--- src/rtl/rob_pkg.sv ---
package rob_pkg;
  typedef enum logic [1:0] {
    HEAD_EMPTY  = 2'd0,
    HEAD_WAIT   = 2'd1,
    HEAD_COMMIT = 2'd2,
    HEAD_FLUSH  = 2'd3
  } head_act_e;
endpackage

--- src/rtl/rob_ptrs.sv ---
module rob_ptrs #(
  parameter int DEPTH = 8,
  localparam int TW = (DEPTH > 1) ? $clog2(DEPTH) : 1,
  localparam int CW = $clog2(DEPTH + 1)
) (
  input  logic          clk,
  input  logic          rst_n,
  input  logic          push,
  input  logic          pop,
  input  logic          flush,
  output logic [TW-1:0] head,
  output logic [TW-1:0] tail,
  output logic          full,
  output logic          empty
);
  logic [CW-1:0] count;

  function automatic logic [TW-1:0] bump(input logic [TW-1:0] p);
    return (p == TW'(DEPTH - 1)) ? '0 : p + 1'b1;
  endfunction

  always_ff @(posedge clk or negedge rst_n) begin
    if (!rst_n) begin
      head  <= '0;
      tail  <= '0;
      count <= '0;
    end else if (flush) begin
      tail  <= head;
      count <= '0;
    end else begin
      if (push) tail <= bump(tail);
      if (pop)  head <= bump(head);
      count <= count + CW'(push) - CW'(pop);
    end
  end

  assign full  = (count == CW'(DEPTH));
  assign empty = (count == '0);

  AST_NO_OVERFLOW: assert property (@(posedge clk) disable iff (!rst_n)
    push |-> !full);
  AST_NO_UNDERFLOW: assert property (@(posedge clk) disable iff (!rst_n)
    pop |-> !empty);
  AST_FLUSH_EMPTIES: assert property (@(posedge clk) disable iff (!rst_n)
    flush |=> empty && (tail == $past(head)));
endmodule

--- src/rtl/rob_entries.sv ---
module rob_entries #(
  parameter int DEPTH  = 8,
  parameter int PC_W   = 32,
  parameter int RD_W   = 5,
  parameter int DATA_W = 32,
  localparam int TW = (DEPTH > 1) ? $clog2(DEPTH) : 1
) (
  input  logic              clk,
  input  logic              rst_n,
  input  logic              alloc_we,
  input  logic [TW-1:0]     alloc_idx,
  input  logic [PC_W-1:0]   alloc_pc,
  input  logic [RD_W-1:0]   alloc_rd,
  input  logic              cpl_valid,
  input  logic [TW-1:0]     cpl_tag,
  input  logic [DATA_W-1:0] cpl_data,
  input  logic              cpl_exc,
  input  logic              retire,
  input  logic              flush,
  input  logic [TW-1:0]     head_idx,
  output logic              head_valid,
  output logic              head_done,
  output logic              head_exc,
  output logic [RD_W-1:0]   head_rd,
  output logic [DATA_W-1:0] head_data,
  output logic [PC_W-1:0]   head_pc
);
  logic [DEPTH-1:0] vld, dn, ex;
  logic [PC_W-1:0]   pc_arr   [DEPTH];
  logic [RD_W-1:0]   rd_arr   [DEPTH];
  logic [DATA_W-1:0] data_arr [DEPTH];
  logic cpl_hit;

  // a completion lands only on a live, unfinished slot and never during a flush
  assign cpl_hit = cpl_valid && !flush && (int'(cpl_tag) < DEPTH) &&
                   vld[cpl_tag] && !dn[cpl_tag];

  for (genvar i = 0; i < DEPTH; i++) begin : g_ent
    logic              v_q, d_q, e_q;
    logic [PC_W-1:0]   pc_q;
    logic [RD_W-1:0]   rd_q;
    logic [DATA_W-1:0] data_q;
    logic here_alloc, here_retire, here_cpl;

    assign here_alloc  = alloc_we && (alloc_idx == TW'(i));
    assign here_retire = retire && (head_idx == TW'(i));
    assign here_cpl    = cpl_hit && (cpl_tag == TW'(i));

    always_ff @(posedge clk or negedge rst_n) begin
      if (!rst_n) begin
        v_q <= 1'b0; d_q <= 1'b0; e_q <= 1'b0;
      end else if (flush) begin
        v_q <= 1'b0; d_q <= 1'b0; e_q <= 1'b0;
      end else if (here_alloc) begin
        v_q <= 1'b1; d_q <= 1'b0; e_q <= 1'b0;
      end else if (here_retire) begin
        v_q <= 1'b0; d_q <= 1'b0;
      end else if (here_cpl) begin
        d_q <= 1'b1; e_q <= cpl_exc;
      end
    end

    always_ff @(posedge clk) begin
      if (here_alloc) begin
        pc_q <= alloc_pc;
        rd_q <= alloc_rd;
      end
      if (here_cpl) data_q <= cpl_data;
    end

    assign vld[i]      = v_q;
    assign dn[i]       = d_q;
    assign ex[i]       = e_q;
    assign pc_arr[i]   = pc_q;
    assign rd_arr[i]   = rd_q;
    assign data_arr[i] = data_q;
  end

  assign head_valid = vld[head_idx];
  assign head_done  = dn[head_idx];
  assign head_exc   = ex[head_idx];
  assign head_rd    = rd_arr[head_idx];
  assign head_data  = data_arr[head_idx];
  assign head_pc    = pc_arr[head_idx];

  AST_ALLOC_FREE_SLOT: assert property (@(posedge clk) disable iff (!rst_n)
    alloc_we |-> !vld[alloc_idx]);
  AST_DONE_STICKS: assert property (@(posedge clk) disable iff (!rst_n)
    (head_valid && head_done && !retire && !flush) |=> head_done && $stable(head_data));
endmodule

--- src/rtl/rob_head_ctl.sv ---
module rob_head_ctl
  import rob_pkg::*;
(
  input  logic      head_valid,
  input  logic      head_done,
  input  logic      head_exc,
  input  logic      cmt_ready,
  output head_act_e act,
  output logic      cmt_valid,
  output logic      exc_valid,
  output logic      retire,
  output logic      flush
);
  always_comb begin
    if (!head_valid)     act = HEAD_EMPTY;
    else if (!head_done) act = HEAD_WAIT;
    else if (head_exc)   act = HEAD_FLUSH;
    else                 act = HEAD_COMMIT;
  end

  assign cmt_valid = (act == HEAD_COMMIT);
  assign exc_valid = (act == HEAD_FLUSH);
  assign retire    = cmt_valid && cmt_ready;
  assign flush     = exc_valid;
endmodule

--- src/rtl/rob_core.sv ---
module rob_core
  import rob_pkg::*;
#(
  parameter int DEPTH  = 8,
  parameter int PC_W   = 32,
  parameter int RD_W   = 5,
  parameter int DATA_W = 32,
  localparam int TW = (DEPTH > 1) ? $clog2(DEPTH) : 1
) (
  input  logic              clk,
  input  logic              rst_n,
  input  logic              alloc_valid,
  output logic              alloc_ready,
  input  logic [PC_W-1:0]   alloc_pc,
  input  logic [RD_W-1:0]   alloc_rd,
  output logic [TW-1:0]     alloc_tag,
  output logic              rob_full,
  input  logic              cpl_valid,
  input  logic [TW-1:0]     cpl_tag,
  input  logic [DATA_W-1:0] cpl_data,
  input  logic              cpl_exc,
  output logic              cmt_valid,
  input  logic              cmt_ready,
  output logic [RD_W-1:0]   cmt_rd,
  output logic [DATA_W-1:0] cmt_data,
  output logic [PC_W-1:0]   cmt_pc,
  output logic              exc_valid,
  output logic [PC_W-1:0]   exc_pc
);
  logic [TW-1:0] head, tail;
  logic full, empty, push, retire, flush;
  logic h_valid, h_done, h_exc;
  logic [RD_W-1:0]   h_rd;
  logic [DATA_W-1:0] h_data;
  logic [PC_W-1:0]   h_pc;
  head_act_e act;

  assign alloc_ready = !full && !flush;
  assign push        = alloc_valid && alloc_ready;
  assign alloc_tag   = tail;
  assign rob_full    = full;

  rob_ptrs #(.DEPTH(DEPTH)) u_ptrs (
    .clk(clk), .rst_n(rst_n), .push(push), .pop(retire), .flush(flush),
    .head(head), .tail(tail), .full(full), .empty(empty)
  );

  rob_entries #(.DEPTH(DEPTH), .PC_W(PC_W), .RD_W(RD_W), .DATA_W(DATA_W)) u_ent (
    .clk(clk), .rst_n(rst_n),
    .alloc_we(push), .alloc_idx(tail), .alloc_pc(alloc_pc), .alloc_rd(alloc_rd),
    .cpl_valid(cpl_valid), .cpl_tag(cpl_tag), .cpl_data(cpl_data), .cpl_exc(cpl_exc),
    .retire(retire), .flush(flush), .head_idx(head),
    .head_valid(h_valid), .head_done(h_done), .head_exc(h_exc),
    .head_rd(h_rd), .head_data(h_data), .head_pc(h_pc)
  );

  rob_head_ctl u_ctl (
    .head_valid(h_valid), .head_done(h_done), .head_exc(h_exc), .cmt_ready(cmt_ready),
    .act(act), .cmt_valid(cmt_valid), .exc_valid(exc_valid),
    .retire(retire), .flush(flush)
  );

  assign cmt_rd   = h_rd;
  assign cmt_data = h_data;
  assign cmt_pc   = h_pc;
  assign exc_pc   = h_pc;

  AST_COMMIT_HOLD: assert property (@(posedge clk) disable iff (!rst_n)
    (cmt_valid && !cmt_ready) |=> cmt_valid && $stable(cmt_rd) && $stable(cmt_data) && $stable(cmt_pc));
  AST_FLUSH_BLOCKS_ALLOC: assert property (@(posedge clk) disable iff (!rst_n)
    exc_valid |-> !alloc_ready);
  AST_FLUSH_PULSE: assert property (@(posedge clk) disable iff (!rst_n)
    exc_valid |=> !exc_valid && !cmt_valid);
  AST_EXCL_OUTPUTS: assert property (@(posedge clk) disable iff (!rst_n)
    $onehot0({cmt_valid, exc_valid}));
  AST_FULL_REFUSES: assert property (@(posedge clk) disable iff (!rst_n)
    rob_full |-> !alloc_ready);
  AST_EMPTY_IDLE: assert property (@(posedge clk) disable iff (!rst_n)
    empty |-> !cmt_valid && !exc_valid);
endmodule

--- config.mk ---
export PLATFORM = sky130hd
export DESIGN_NAME = rob_core
export DESIGN_NICKNAME = d
export VERILOG_FILES = /design/src/rtl/rob_pkg.sv /design/src/rtl/rob_ptrs.sv /design/src/rtl/rob_entries.sv /design/src/rtl/rob_head_ctl.sv /design/src/rtl/rob_core.sv
export SDC_FILE = /design/constraint.sdc
export NUM_CORES = 1
export LEC_CHECK = 0
export BUFFER_PORTS_ARGS = -buffer_cell sky130_fd_sc_hd__buf_2
export CAP_MARGIN = 10
export CELL_PAD_IN_SITES_DETAIL_PLACEMENT = 0
export CELL_PAD_IN_SITES_GLOBAL_PLACEMENT = 1
export CORE_MARGIN = 10
export CORE_UTILIZATION = 56
export CTS_CLUSTER_SIZE = 30
export DETAILED_ROUTE_END_ITERATION = 8
export PLACE_DENSITY = 0.83
export SLEW_MARGIN = 30
export SYNTH_ARGS = -nofsm -noshare
export SYNTH_HDL_FRONTEND = slang
export SYNTH_SLANG_ARGS = --single-unit
--- constraint.sdc ---
create_clock -name clk -period 6.17 [get_ports clk]
set_input_delay 0.9255 -clock clk [delete_from_list [all_inputs] [get_ports clk]]
set_output_delay 0.9255 -clock clk [all_outputs]
set_load 0.01 [all_outputs]
* Word-level counts from Yosys, hierarchy flattened
Cells that the tools add are included.
** Operators by class
- Add/subtract/negate cells :: 4
- Magnitude comparators :: 3
- Equality and inequality tests :: 32
- Mux-type cells :: 115
- Bitwise operators :: 2
- Reduce and logical (&&, ||, !) cells :: 70
** Operator list (number)
- $bmux W32 S3 :: 2
- $mux W32 :: 4
- $mux W1 :: 94
- $reduce_bool A3 Y1 :: 16
- $eq A3 B3 Y1 const B :: 12
- $reduce_bool A4 Y1 :: 8
- $logic_and A1 B1 Y1 :: 30
- $ne A3 B1 Y1 const B :: 8
- $eq A3 B2 Y1 const B :: 6
- $reduce_and A2 Y1 :: 9
- $bmux W1 S3 :: 5
- $bmux W5 S3 :: 1
- $mux W3 :: 4
- $mux W5 :: 2
- $eq A3 B1 Y1 const B :: 3
- $logic_not A3 Y1 :: 3
- $lt A3 B4 Y1 const B :: 2
- $add A3 B1 Y3 const B :: 2
- $add A4 B1 Y4 :: 1
- $eq A2 B2 Y1 const B :: 2
- $eq A4 B4 Y1 const B :: 1
- $ge A4 B4 Y1 const B :: 1
- $mux W2 :: 2
- $mux W4 :: 1
- other kinds (5) :: 7
** Word-level totals
- Register bits after elaboration :: 586
- Input bits :: 78
- Word-level logic and storage cells :: 277

* Longest topological paths before layout
Gate-level depths: netlist of run 1.
- Depth after elaboration :: 15
- Mapped depth :: 14
- Mapped depth without buffers :: 11

* Hierarchy
A second synthesis of run 1 with hierarchy kept.
** Second synthesis, totals
- Cells, all modules :: 1040
- Area, all modules :: 23213.5 um^2
** Modules (own cells, without submodules)
- rob_entries :: instances 1, cells an instance 943, area an instance 22291.4 um^2, seq. area each 17176.5 um^2
- rob_ptrs :: instances 1, cells an instance 56, area an instance 618.1 um^2, seq. area each 250.2 um^2
- rob_core :: instances 1, cells an instance 34, area an instance 256.5 um^2, seq. area each 0.0 um^2
- rob_head_ctl :: instances 1, cells an instance 7, area an instance 47.5 um^2, seq. area each 0.0 um^2

* Least setup slack after synthesis of run 1
OpenSTA, ideal clock, no wires.
- Kind :: input -> register
- From :: input port cpl_tag[0]
- To :: register u_ent.g_ent[6].data_q[0], enable pin
- Library setup time :: 0.423 ns
- Arrival time :: 3.540 ns
- Slack :: 2.207 ns
- Stages :: 6
- Path buffers :: 1
- Path through :: buf_2 > nor3b_1 > a311oi_1 > o32ai_1 > nand4_1 > nor2_1
** Between the ends
- Word-level cells in the longest chain between the ends :: 5
** RTL lines
- start: declaration :: line rob_core.sv:19 : input logic [TW-1:0] cpl_tag,
- $bmux W1 S3 :: line rob_entries.sv:36 : vld[cpl_tag] && !dn[cpl_tag];
- $mux W1 (not written as such) :: line rob_entries.sv:36
- $logic_and A1 B1 Y1 / $logic_not A1 Y1 (equally long branches) :: line rob_entries.sv:35, rob_entries.sv:36
- $logic_and A1 B1 Y1 :: line rob_entries.sv:36
- $logic_and A1 B1 Y1 (*) :: line rob_entries.sv:47 : assign here_cpl = cpl_hit && (cpl_tag == TW'(i));
- net u_ent.g_ent[6].here_cpl :: line rob_entries.sv:43 : logic here_alloc, here_retire, here_cpl;
- end signal: assignment :: line rob_entries.sv:68 : if (here_cpl) data_q <= cpl_data;
- end: declaration :: line rob_entries.sv:42 : logic [DATA_W-1:0] data_q;
The timed path passes the listed nets; every way through them passes the cells marked *. The select of a mux whose other input is x is not followed.
A chain may end at the register's enable or synchronous reset.

* Worst setup path in the final report of run 1
- From :: register u_ptrs.head[2]
- To :: output port cmt_pc[9]
** Between the ends
- Word-level cells in the longest chain between the ends :: 4
** RTL lines
- start: declaration :: line rob_ptrs.sv:11 : output logic [TW-1:0] head,
- start signal: assignment :: line rob_ptrs.sv:32 : if (pop) head <= bump(head);
- $not A3 Y4 (not written as such) :: line rob_entries.sv:84 : assign head_pc = pc_arr[head_idx];
- $bmux W32 S3 :: line rob_entries.sv:84
- $mux W32 (not written as such) (2 in series) :: line rob_entries.sv:84
- end: declaration :: line rob_core.sv:26 : output logic [PC_W-1:0] cmt_pc,
No other way between the ends. The select of a mux whose other input is x is not followed.

==> results of run 1 <==
## flip-flops by register name (all words and copies together), names as in the netlist, 4 cells and up
name,count
u_ent.g_ent.data_q,256
u_ent.g_ent.d_q,8
u_ent.g_ent.v_q,8
u_ent.g_ent.rd_q,40
u_ent.g_ent.e_q,8
u_ptrs.count,4
u_ent.g_ent.pc_q,256
## power groups by stage
stage	Combinational, mW	Clock (mW)	Sequential, mW
2_1_floorplan	2.91	0	5.00
3_3_place_gp	3.91	0	5.16
3_5_place_dp	4.02	0	5.12
4_1_cts	4.05	3.40	5.05
5_1_grt	4.33	3.55	5.09
6_report	3.97	3.34	5.05
## synth_stat cells (2+ instances only)
cell and n:
nor2_1 25, edfxtp_1 552, and2_1 4, and3_1 3, a21oi_1 11, nor2b_1 9
dfrtp_1 34, nand3b_1 4, buf_1 10, mux4_2 139, a311oi_1 6, nand2_1 227
o32ai_1 2, inv_2 3, nand3_1 30, nand2b_1 5, inv_1 13, nor3b_1 5
ha_1 17, o21ai_0 6, buf_2 20, nand4_1 5, mux4_1 2, buf_4 33
o2111a_1 5, nor4_1 3, mux2i_1 8, and4_1 3, o21a_1 3, nor3_1 6
clkbuf_1 28
## layer usage
metal	vias to the layer above	share of wire [%]	wire [um]	track usage, %
li1	5222	-	-	-
met5	-	0.047	23	0
met1	6127	40	19700	25.4
met3	78	6.1	2980	3.54
met4	4	2.1	1030	5.79
met2	427	52	25200	32.9
## critical path, cell delays in order, from the launching register on
cell and delay, ns:
dfrtp_4 0.64, buf_4 0.73, inv_2 0.61, buf_4 0.45, nand2_1 0.12, nand2_1 0.16
buf_2 0.19
## how the worst max path moves through the flow
stage                               startpoint                            endpoint  slack (ns)
floorplan                           cpl_tag[0]  u_ent.g_ent[6].data_q[0]$_DFFE_PP_        2.21
global placement    u_ptrs.head[0]$_DFFE_PN0P_    u_ent.g_ent[7].pc_q[4]$_DFFE_PP_        1.44
detailed placement  u_ptrs.head[0]$_DFFE_PN0P_    u_ent.g_ent[7].pc_q[3]$_DFFE_PP_        2.06
CTS                 u_ptrs.head[2]$_DFFE_PN0P_                           cmt_pc[9]        1.62
global route        u_ptrs.head[0]$_DFFE_PN0P_                         alloc_ready        1.46
finish              u_ptrs.head[2]$_DFFE_PN0P_                           cmt_pc[9]        1.68
## cells by family (layout without fill, tap and decap cells)
logic type               after synthesis  count (layout)  share of synthesized area, %
XOR/XNOR                               2               2                        0.0752
flip-flops                           586             586                          74.8
buffers and inverters                108             331                          2.41
adder cells (fa/ha/maj)               18              18                         0.999
AO/OA/AOI/OAI                         45              45                          1.45
other                                  0               3                             0
AND/OR/NAND/NOR                      333             333                          6.18
multiplexers                         150             150                          14.1
## placed cells by master, fill, tap and decap left out, drive strengths merged, types with 2 or more instances in the layout
cell type / n
a21oi: 11
a311oi: 6
and2: 4
and3: 3
and4: 4
buf: 209
bufinv: 5
clkbuf: 69
clkinv: 28
clkinvlp: 2
dfrtp: 34
diode: 3
edfxtp: 552
ha: 17
inv: 18
mux2i: 8
mux4: 141
nand2: 227
nand2b: 5
nand3: 31
nand3b: 4
nand4: 5
nor2: 25
nor2b: 9
nor3: 7
nor3b: 5
nor4: 3
o2111a: 6
o21a: 3
o21ai: 6
o32ai: 2
## through the flow
| stage | cell area (sq um) | setup slack (ns) | power [mW] |
|---|---|---|---|
| floorplan | 23300 | 2.21 | 7.91 |
| global placement | 24600 | 1.44 | 9.07 |
| detailed placement | 24800 | 2.06 | 9.14 |
| CTS | 26700 | 1.62 | 12.5 |
| global route | 26700 | 1.46 | 13.0 |
| finish | 26700 | 1.68 | 12.4 |
## area by class of cell
type	count	area, sq um
well taps	532	666
repair buffers	209	1290
inverters	16	62.6
multi-input cells	548	5420
clock inverters	37	302
diodes	3	7.51
fillers	2757	14300
flip-flops and latches	586	17400
clock buffers	69	1510
==> impl_metrics.toml, run 1 <==
[power]
p_leak_nw = 9.32
ir_drop_uv = 345
pwr-share-clk_pct = 27.1
combinationalPowerShare_pct = 32.1
power_density_mw_per_mm2 = 463
p_sw_share_pct = 31.6
switching_power_mw = 3.91
internal_power_mw = 8.45
pwr-share-seq_pct = 40.8

[global_routing]
antenna_found_initial = 2
grt_pass1_vias = 12400
grt_first_pass_wirelength_mm = 74.7
track_usage_pct = 19.5
grt_max_degree = 75
grt_overflow = 0

[synthesis]
synthDistinctLibCells = 52
synth.area.top_cells = "edfxtp_1 71%, mux4_2 13%, nand2_1 3.7%"
synth_seq_cells = 586
yosysWarnings = 0
avgSynthCellArea_sq_um = 18.8
yosys.area.top_type = "edfxtp_1"
synth_fp_nets = 1338
netlist_area_sq_mm = 0.0233
synth_top_cell_area_share_pct = 71.2
ys_seq_area_share_pct = 74.8
async_reset_ff_share_pct = 5.80
synth-edff-count = 552
synth_flop_cell = "edfxtp_1"
synth_cells = 1242

[place]
place_inst = 1890
port_buffers = 185
place_congestion = 0.852
hpwl_mm = 30.5

[outcome]
status = "completed"

[final_layout]
drive_above_1_share_pct = 30.8
fin_nets = 1514
final_cell_count_no_fill = 2000
fin_util_pct = 65.1
area_growth_pct = 14.6

[setup_path]
r2r_cells = 6
crit_path_end_kind = "output pin"
r2r_end = "u_ent.g_ent[7].pc_q[5]$_DFFE_PP_"
path_class = "reg2out"
crit_path_start_kind = "flop"
cp_data_required_time_ns = 5.24
worstPathMaxFanout = 60
critPathArrivalTime_ns = 3.57
rr_startpoint = "u_ptrs.head[0]$_DFFE_PN0P_"
rrSetupSlack_ns = 2.01

[flow_run]
drv_cap = 0

[drt]
drt.antenna.violating_nets = 0
drt-total-wl_mm = 48.9
num_vias = 11900
wire_per_inst_um = 24.4
drc = 0
firstDrtPassIters = 6
first_iter_violations = 1203
vias_per_cell = 5.93

[floorplanning]
die_w_um = 224
fp-row-count = 74
core_area_sq_mm = 0.0410
ios = 186
dieArea_sq_mm = 0.0501
die_h_um = 224
start_util_pct = 56.8

[sta]
slew_violations = 0
slew_headroom_pct = 35.8
period_needed_ns = 4.49
setup_viol = 0
fin_hold_ws_ns = 0.428
rsz0062_at_grt = "no"
hold_viol = 0
tightest_slew_ns = 0.960
skew_ns = 0.0187
finalSetupTns_ns = 0
clock.fmax_ghz = 0.223
fin_crit_sh_pct = 72.8

[clock_tree]
cts_tree = "done"
post_cts_resized = 0
ctsLongestPathBuffers = 3
post-cts-setup-buffers = 0
cts.reportedPaths.clkPinSlew_ns = 0.07
cts_made_buffers = 57
cts_root_buffer = "clkbuf_16"
clock_latency_ns = 0.60
cts_sinks = 586
hold_buffers = 0
h-tree-depth = 2

[worst_hold_path]
hp-class = "in2async"
Power figures use the tool's default switching activity.
==> run 2: changes to the inputs <==
--- a/config.mk
+++ b/config.mk
@@ -10,10 +10,10 @@
 export CELL_PAD_IN_SITES_DETAIL_PLACEMENT = 0
 export CELL_PAD_IN_SITES_GLOBAL_PLACEMENT = 1
 export CORE_MARGIN = 10
-export CORE_UTILIZATION = 56
+export CORE_UTILIZATION = 52
 export CTS_CLUSTER_SIZE = 30
 export DETAILED_ROUTE_END_ITERATION = 8
-export PLACE_DENSITY = 0.83
+export PLACE_DENSITY = 0.78
 export SLEW_MARGIN = 30
 export SYNTH_ARGS = -nofsm -noshare
 export SYNTH_HDL_FRONTEND = slang
==> constraint.sdc (replaced) <==
create_clock -name clk -period 4.2 [get_ports clk]
set_input_delay 0.63 -clock clk [delete_from_list [all_inputs] [get_ports clk]]
set_output_delay 0.63 -clock clk [all_outputs]
set_load 0.01 [all_outputs]
==> impl_metrics.toml, run 2 (synthesized netlist as in run 1, its figures left out) <==
[outcome]
status = "completed"

[sta]
finalSetupTns_ns = 0
fin_ws_ns = 0.562
hold_viol = 0
rsz0062_at_grt = "no"
skew_ns = 0.0120
slew_headroom_pct = 42.5
fin_crit_sh_pct = 86.6
slew_violations = 0
period_needed_ns = 3.64
setup_viol = 0
tightest_slew_ns = 0.862
clock.fmax_ghz = 0.275

[global_routing]
track_usage_pct = 18.5
grt_overflow = 0
grt_max_degree = 140
grt_first_pass_wirelength_mm = 75.5
antenna_found_initial = 9
grt_pass1_vias = 12200

[final_layout]
reg_top3 = "u_ent.g_ent.data_q x256, u_ent.g_ent.pc_q x256, u_ent.g_ent.rd_q x40"
layout_commonest_cell = "edfxtp_1"
layout_common_cells = "552 x edfxtp_1, 227 x nand2_1, 185 x buf_2"
area_growth_pct = 15.1
drive_above_1_share_pct = 31.6
fin_nets = 1521
fin_util_pct = 60.6
final_cell_count_no_fill = 2066

[drt]
drc = 0
drt-total-wl_mm = 49.6
wire_per_inst_um = 24.0
first_iter_violations = 957
vias_per_cell = 5.73
firstDrtPassIters = 4
num_vias = 11800
drt.antenna.violating_nets = 0

[floorplanning]
die_w_um = 232
core_area_sq_mm = 0.0442
die_h_um = 232
ios = 186
start_util_pct = 52.7
dieArea_sq_mm = 0.0537
fp-row-count = 77

[power]
ir_drop_uv = 506
finalPower_mw = 18.2
power_density_mw_per_mm2 = 679
p_leak_nw = 9.36

[place]
place_inst = 1955
hpwl_mm = 28.4
place_congestion = 0.918
port_buffers = 185
dp_slack_ns = 0.993

[setup_path]
cp_num_buf_inv = 4
crit_end = "alloc_ready"
crit_path_end_kind = "output pin"
rr_startpoint = "u_ptrs.head[0]$_DFFE_PN0P_"
slowest_stage = "dfrtp_4"
r2r_end = "u_ptrs.count[3]$_DFF_PN0_"
crit_path_frequent_cell = "buf_4"
cpPeakStageDelay_ns = 0.62
path_class = "reg2out"
path_cells = "mux4_1 > mux2_2 > nand3_2 > inv_2 > buf_4 > buf_4 > nor2_1 > buf_2"
crit_path_start_kind = "flop"
crit_family = "multiplexers"
rrSetupSlack_ns = 1.00
cp_data_required_time_ns = 3.57
worstPathMaxFanout = 19
r2r_cells = 11
critPathArrivalTime_ns = 3.01
worstSetupPathDepth = 8
critPathLaunch = "u_ptrs.head[0]$_DFFE_PN0P_"

[worst_hold_path]
hp-class = "in2async"

[clock_tree]
clock_latency_ns = 0.61
cts_made_buffers = 59
cts_root_buffer = "clkbuf_16"
h-tree-depth = 2
post-cts-setup-buffers = 0
cts_tree = "done"
cts_sinks = 586
cts.reportedPaths.clkPinSlew_ns = 0.06
hold_buffers = 0
ctsLongestPathBuffers = 3
post_cts_resized = 0

[flow_run]
drv_cap = 0
==> run 2: worst register-to-register path, cell delays in order, from the launching register on <==
cell	delay [ns]
dfrtp_4	0.62
mux4_1	0.60
mux2_2	0.33
inv_1	0.16
and4_4	0.33
ha_1	0.17
inv_1	0.06
ha_1	0.27
a21o_1	0.16
a21oi_1	0.16
xor2_1	0.15
nor2_1	0.05
==> run 2: metrics by stage <==
| step | instance area, sq um | hold WS [ns] |
|---|---|---|
| after floorplan | 23300 | 0.334 |
| after global placement | 24900 | 0.507 |
| after detailed placement | 24900 | 0.513 |
| after CTS | 26800 | 0.119 |
| after global routing | 26800 | 0.155 |
| final | 26800 | 0.124 |
==> run 2: cell type report <==
cell class                      instances  area [sq um]
Antenna cell                            3          7.51
Multi-Input combinational cell        548          5420
Clock buffer                           74          1590
Inverter                               16          60.1
Sequential cell                       586         17400
Clock inverter                         33           258
Tap cell                              592           741
Timing Repair Buffer                  214          1300
Fill cell                            3144         17400
==> run 2: routing by layer <==
metal | wire, um | part of all wire [%] | global-route usage (%)
met1 | 20600 | 42 | 24.5
met2 | 24700 | 50 | 30.3
met3 | 3290 | 6.6 | 4.51
met4 | 871 | 1.8 | 4.88
met5 | 117 | 0.24 | 0
==> run 2: worst min-delay path by stage <==
| stage | start | slack [ns] | endpoint |
|---|---|---|---|
| floorplan | rst_n | 0.33 | u_ent.g_ent[0].d_q$_DFFE_PN0P_ |
| global placement | u_ent.g_ent[6].d_q$_DFFE_PN0P_ | 0.51 | u_ent.g_ent[6].d_q$_DFFE_PN0P_ |
| detailed placement | u_ent.g_ent[6].d_q$_DFFE_PN0P_ | 0.51 | u_ent.g_ent[6].d_q$_DFFE_PN0P_ |
| CTS | rst_n | 0.12 | u_ent.g_ent[4].e_q$_DFFE_PN0P_ |
| global route | rst_n | 0.16 | u_ent.g_ent[4].e_q$_DFFE_PN0P_ |
| finish | rst_n | 0.12 | u_ptrs.tail[1]$_DFFE_PN0P_ |
==> run 2: power breakdown <==
part,internal (mW),leakage [nW],switching [mW]
logic,2.51,3.04,3.35
clock network,2.85,0.914,2.10
registers,7.07,5.41,0.335
total,12.4,9.36,5.78
==> run 3: changes to the inputs <==
--- a/config.mk
+++ b/config.mk
@@ -10,11 +10,12 @@
 export CELL_PAD_IN_SITES_DETAIL_PLACEMENT = 0
 export CELL_PAD_IN_SITES_GLOBAL_PLACEMENT = 1
 export CORE_MARGIN = 10
-export CORE_UTILIZATION = 52
+export CORE_UTILIZATION = 53
 export CTS_CLUSTER_SIZE = 30
 export DETAILED_ROUTE_END_ITERATION = 8
 export PLACE_DENSITY = 0.78
 export SLEW_MARGIN = 30
 export SYNTH_ARGS = -nofsm -noshare
 export SYNTH_HDL_FRONTEND = slang
+export SYNTH_HIERARCHICAL = 1
 export SYNTH_SLANG_ARGS = --single-unit
==> impl_metrics.toml, run 3 <==
[setup_path]
r2r_cells = 6
crit_path_start_kind = "flop"
path_class = "reg2out"
crit_path_end_kind = "output pin"
rrSetupSlack_ns = 0.67
path_cells = "buf_6 > buf_6 > mux4_2 > mux2_2 > buf_2"
critPathArrivalTime_ns = 3.17
critPathLaunch = "u_ptrs/head[0]$_DFFE_PN0P_"
crit_end = "cmt_data[13]"
cp_data_required_time_ns = 3.57
worstPathMaxFanout = 41
r2r_end = "u_ent/g_ent[3].data_q[3]$_DFFE_PP_"
cpPeakStageDelay_ns = 0.57
crit_path_frequent_cell = "buf_6"
rr_startpoint = "u_ptrs/head[0]$_DFFE_PN0P_"
slowest_stage = "mux4_2"

[power]
combinationalPowerShare_pct = 31.2
power_density_mw_per_mm2 = 679
pwr-share-clk_pct = 27.6
p_leak_nw = 8.89
internal_power_mw = 12.8
ir_drop_uv = 663
pwr-share-seq_pct = 41.2
p_sw_share_pct = 29.3
switching_power_mw = 5.28

[global_routing]
track_usage_pct = 17.8
grt_max_degree = 147
antenna_found_initial = 6
grt_overflow = 0
grt_pass1_vias = 11300
grt_first_pass_wirelength_mm = 71.5

[sta]
rsz0062_at_grt = "no"
period_needed_ns = 3.80
clock.fmax_ghz = 0.263
hold_viol = 0
skew_ns = 0.0133
tightest_slew_ns = 0.908
slew_violations = 0
slew_headroom_pct = 39.4
fin_ws_ns = 0.398
setup_viol = 0
fin_crit_sh_pct = 90.5

[place]
hpwl_mm = 26.2
place_congestion = 0.760
port_buffers = 185
dp_slack_ns = 0.580
place_inst = 1751

[final_layout]
fin_nets = 1314
fin_util_pct = 61.5
final_cell_count_no_fill = 1858
layout_commonest_cell = "edfxtp_1"
drive_above_1_share_pct = 42.4
reg_top3 = "u_ent/g_ent.data_q x256, u_ent/g_ent.pc_q x256, u_ent/g_ent.rd_q x40"
layout_common_cells = "552 x edfxtp_1, 185 x buf_2, 144 x mux4_2"
area_growth_pct = 14.6

[clock_tree]
cts.reportedPaths.clkPinSlew_ns = 0.06
cts_sinks = 586
post-cts-setup-buffers = 0
clock_latency_ns = 0.61
ctsLongestPathBuffers = 3
cts_made_buffers = 57
h-tree-depth = 2
cts_tree = "done"
cts_root_buffer = "clkbuf_16"

[floorplanning]
start_util_pct = 53.7
die_w_um = 229
core_area_sq_mm = 0.0432
fp-row-count = 76
die_h_um = 229
ios = 186
dieArea_sq_mm = 0.0525

[synthesis]
avgSynthCellArea_sq_um = 22.4
synth_cells = 1036
yosysWarnings = 6
netlist_area_sq_mm = 0.0232
synth_fp_nets = 1125

[worst_hold_path]
hp-class = "in2async"

[drt]
first_iter_violations = 864
num_vias = 10700
wire_per_inst_um = 25.0
vias_per_cell = 5.78
firstDrtPassIters = 5
drt-total-wl_mm = 46.5
drt.antenna.violating_nets = 0
drc = 0

[outcome]
status = "completed"

[flow_run]
drv_cap = 0
-- run 3: changes by cell type in the layout (fill, tap and decap cells not counted), moves of 7 or more --
cell | previous run | this run
ha_1 | 17 | 10
nand2_1 | 227 | 6
mux2_2 | 1 | 73
nand3_1 | 30 | 7
nor2b_1 | 9 | 1
nor2_4 | 15 | 0
-- run 3: per-layer routing --
layer / vias up / share of wire, % / track usage (%)
met5: - / 0.050 / 0
li1: 4678 / - / -
met4: 4 / 1.6 / 4.88
met1: 5746 / 43 / 24.7
met2: 246 / 50 / 28.3
met3: 59 / 4.9 / 3.86
-- run 3: power by group through the flow --
stage	combinational, mW	sequential, mW	clock [mW]
after floorplan	4.37	7.40	0
after global placement	5.72	7.52	0
after detailed placement	5.75	7.55	0
after CTS	5.79	7.43	5.11
after global routing	6.09	7.50	5.36
final	5.63	7.43	4.98
-- run 3: layout make-up --
cell class / instances / area (sq um)
sequential: 586 / 17400
fill: 3012 / 16600
multi-input combinational: 358 / 5250
clock buffer: 67 / 1510
timing repair buffer: 212 / 1260
tap: 585 / 732
clock inverter: 36 / 330
inverter: 10 / 37.5
antenna: 4 / 10.0
-- run 3: critical path, delay by kind of cell (launching register included) --
family / cells / cell delay [ns]
multiplexers: 2 / 0.87
flip-flops: 1 / 0.55
buffers and inverters: 3 / 1.12
-- run 3: stage by stage --
stage	area (sq um)	hold WS [ns]	power [mW]	setup TNS, ns
detailed placement	24700	0.539	13.3	0
global placement	24700	0.534	13.2	0
finish	26600	0.108	18.0	0
CTS	26600	0.111	18.3	0
floorplan	23300	0.334	11.8	-108.02
global route	26600	0.153	18.9	0
-- run 3: how the worst min path moves through the flow --
stage               slack, ns                              to                      startpoint  cells after the start
floorplan                0.33  u_ent/g_ent[0].d_q$_DFFE_PN0P_                           rst_n                      0
global placement         0.53  u_ent/g_ent[6].v_q$_DFFE_PN0P_  u_ent/g_ent[6].v_q$_DFFE_PN0P_                      2
detailed placement       0.54  u_ent/g_ent[6].v_q$_DFFE_PN0P_  u_ent/g_ent[6].v_q$_DFFE_PN0P_                      2
CTS                      0.11       u_ptrs/count[0]$_DFF_PN0_                           rst_n                      1
global route             0.15       u_ptrs/count[2]$_DFF_PN0_                           rst_n                      1
finish                   0.11       u_ptrs/count[2]$_DFF_PN0_                           rst_n                      1
-- run 3: timing repair --
action                     4_1_cts  5_1_grt
gates resized for setup          1        1
hold buffers                     0        0
setup endpoints to repair       17        9
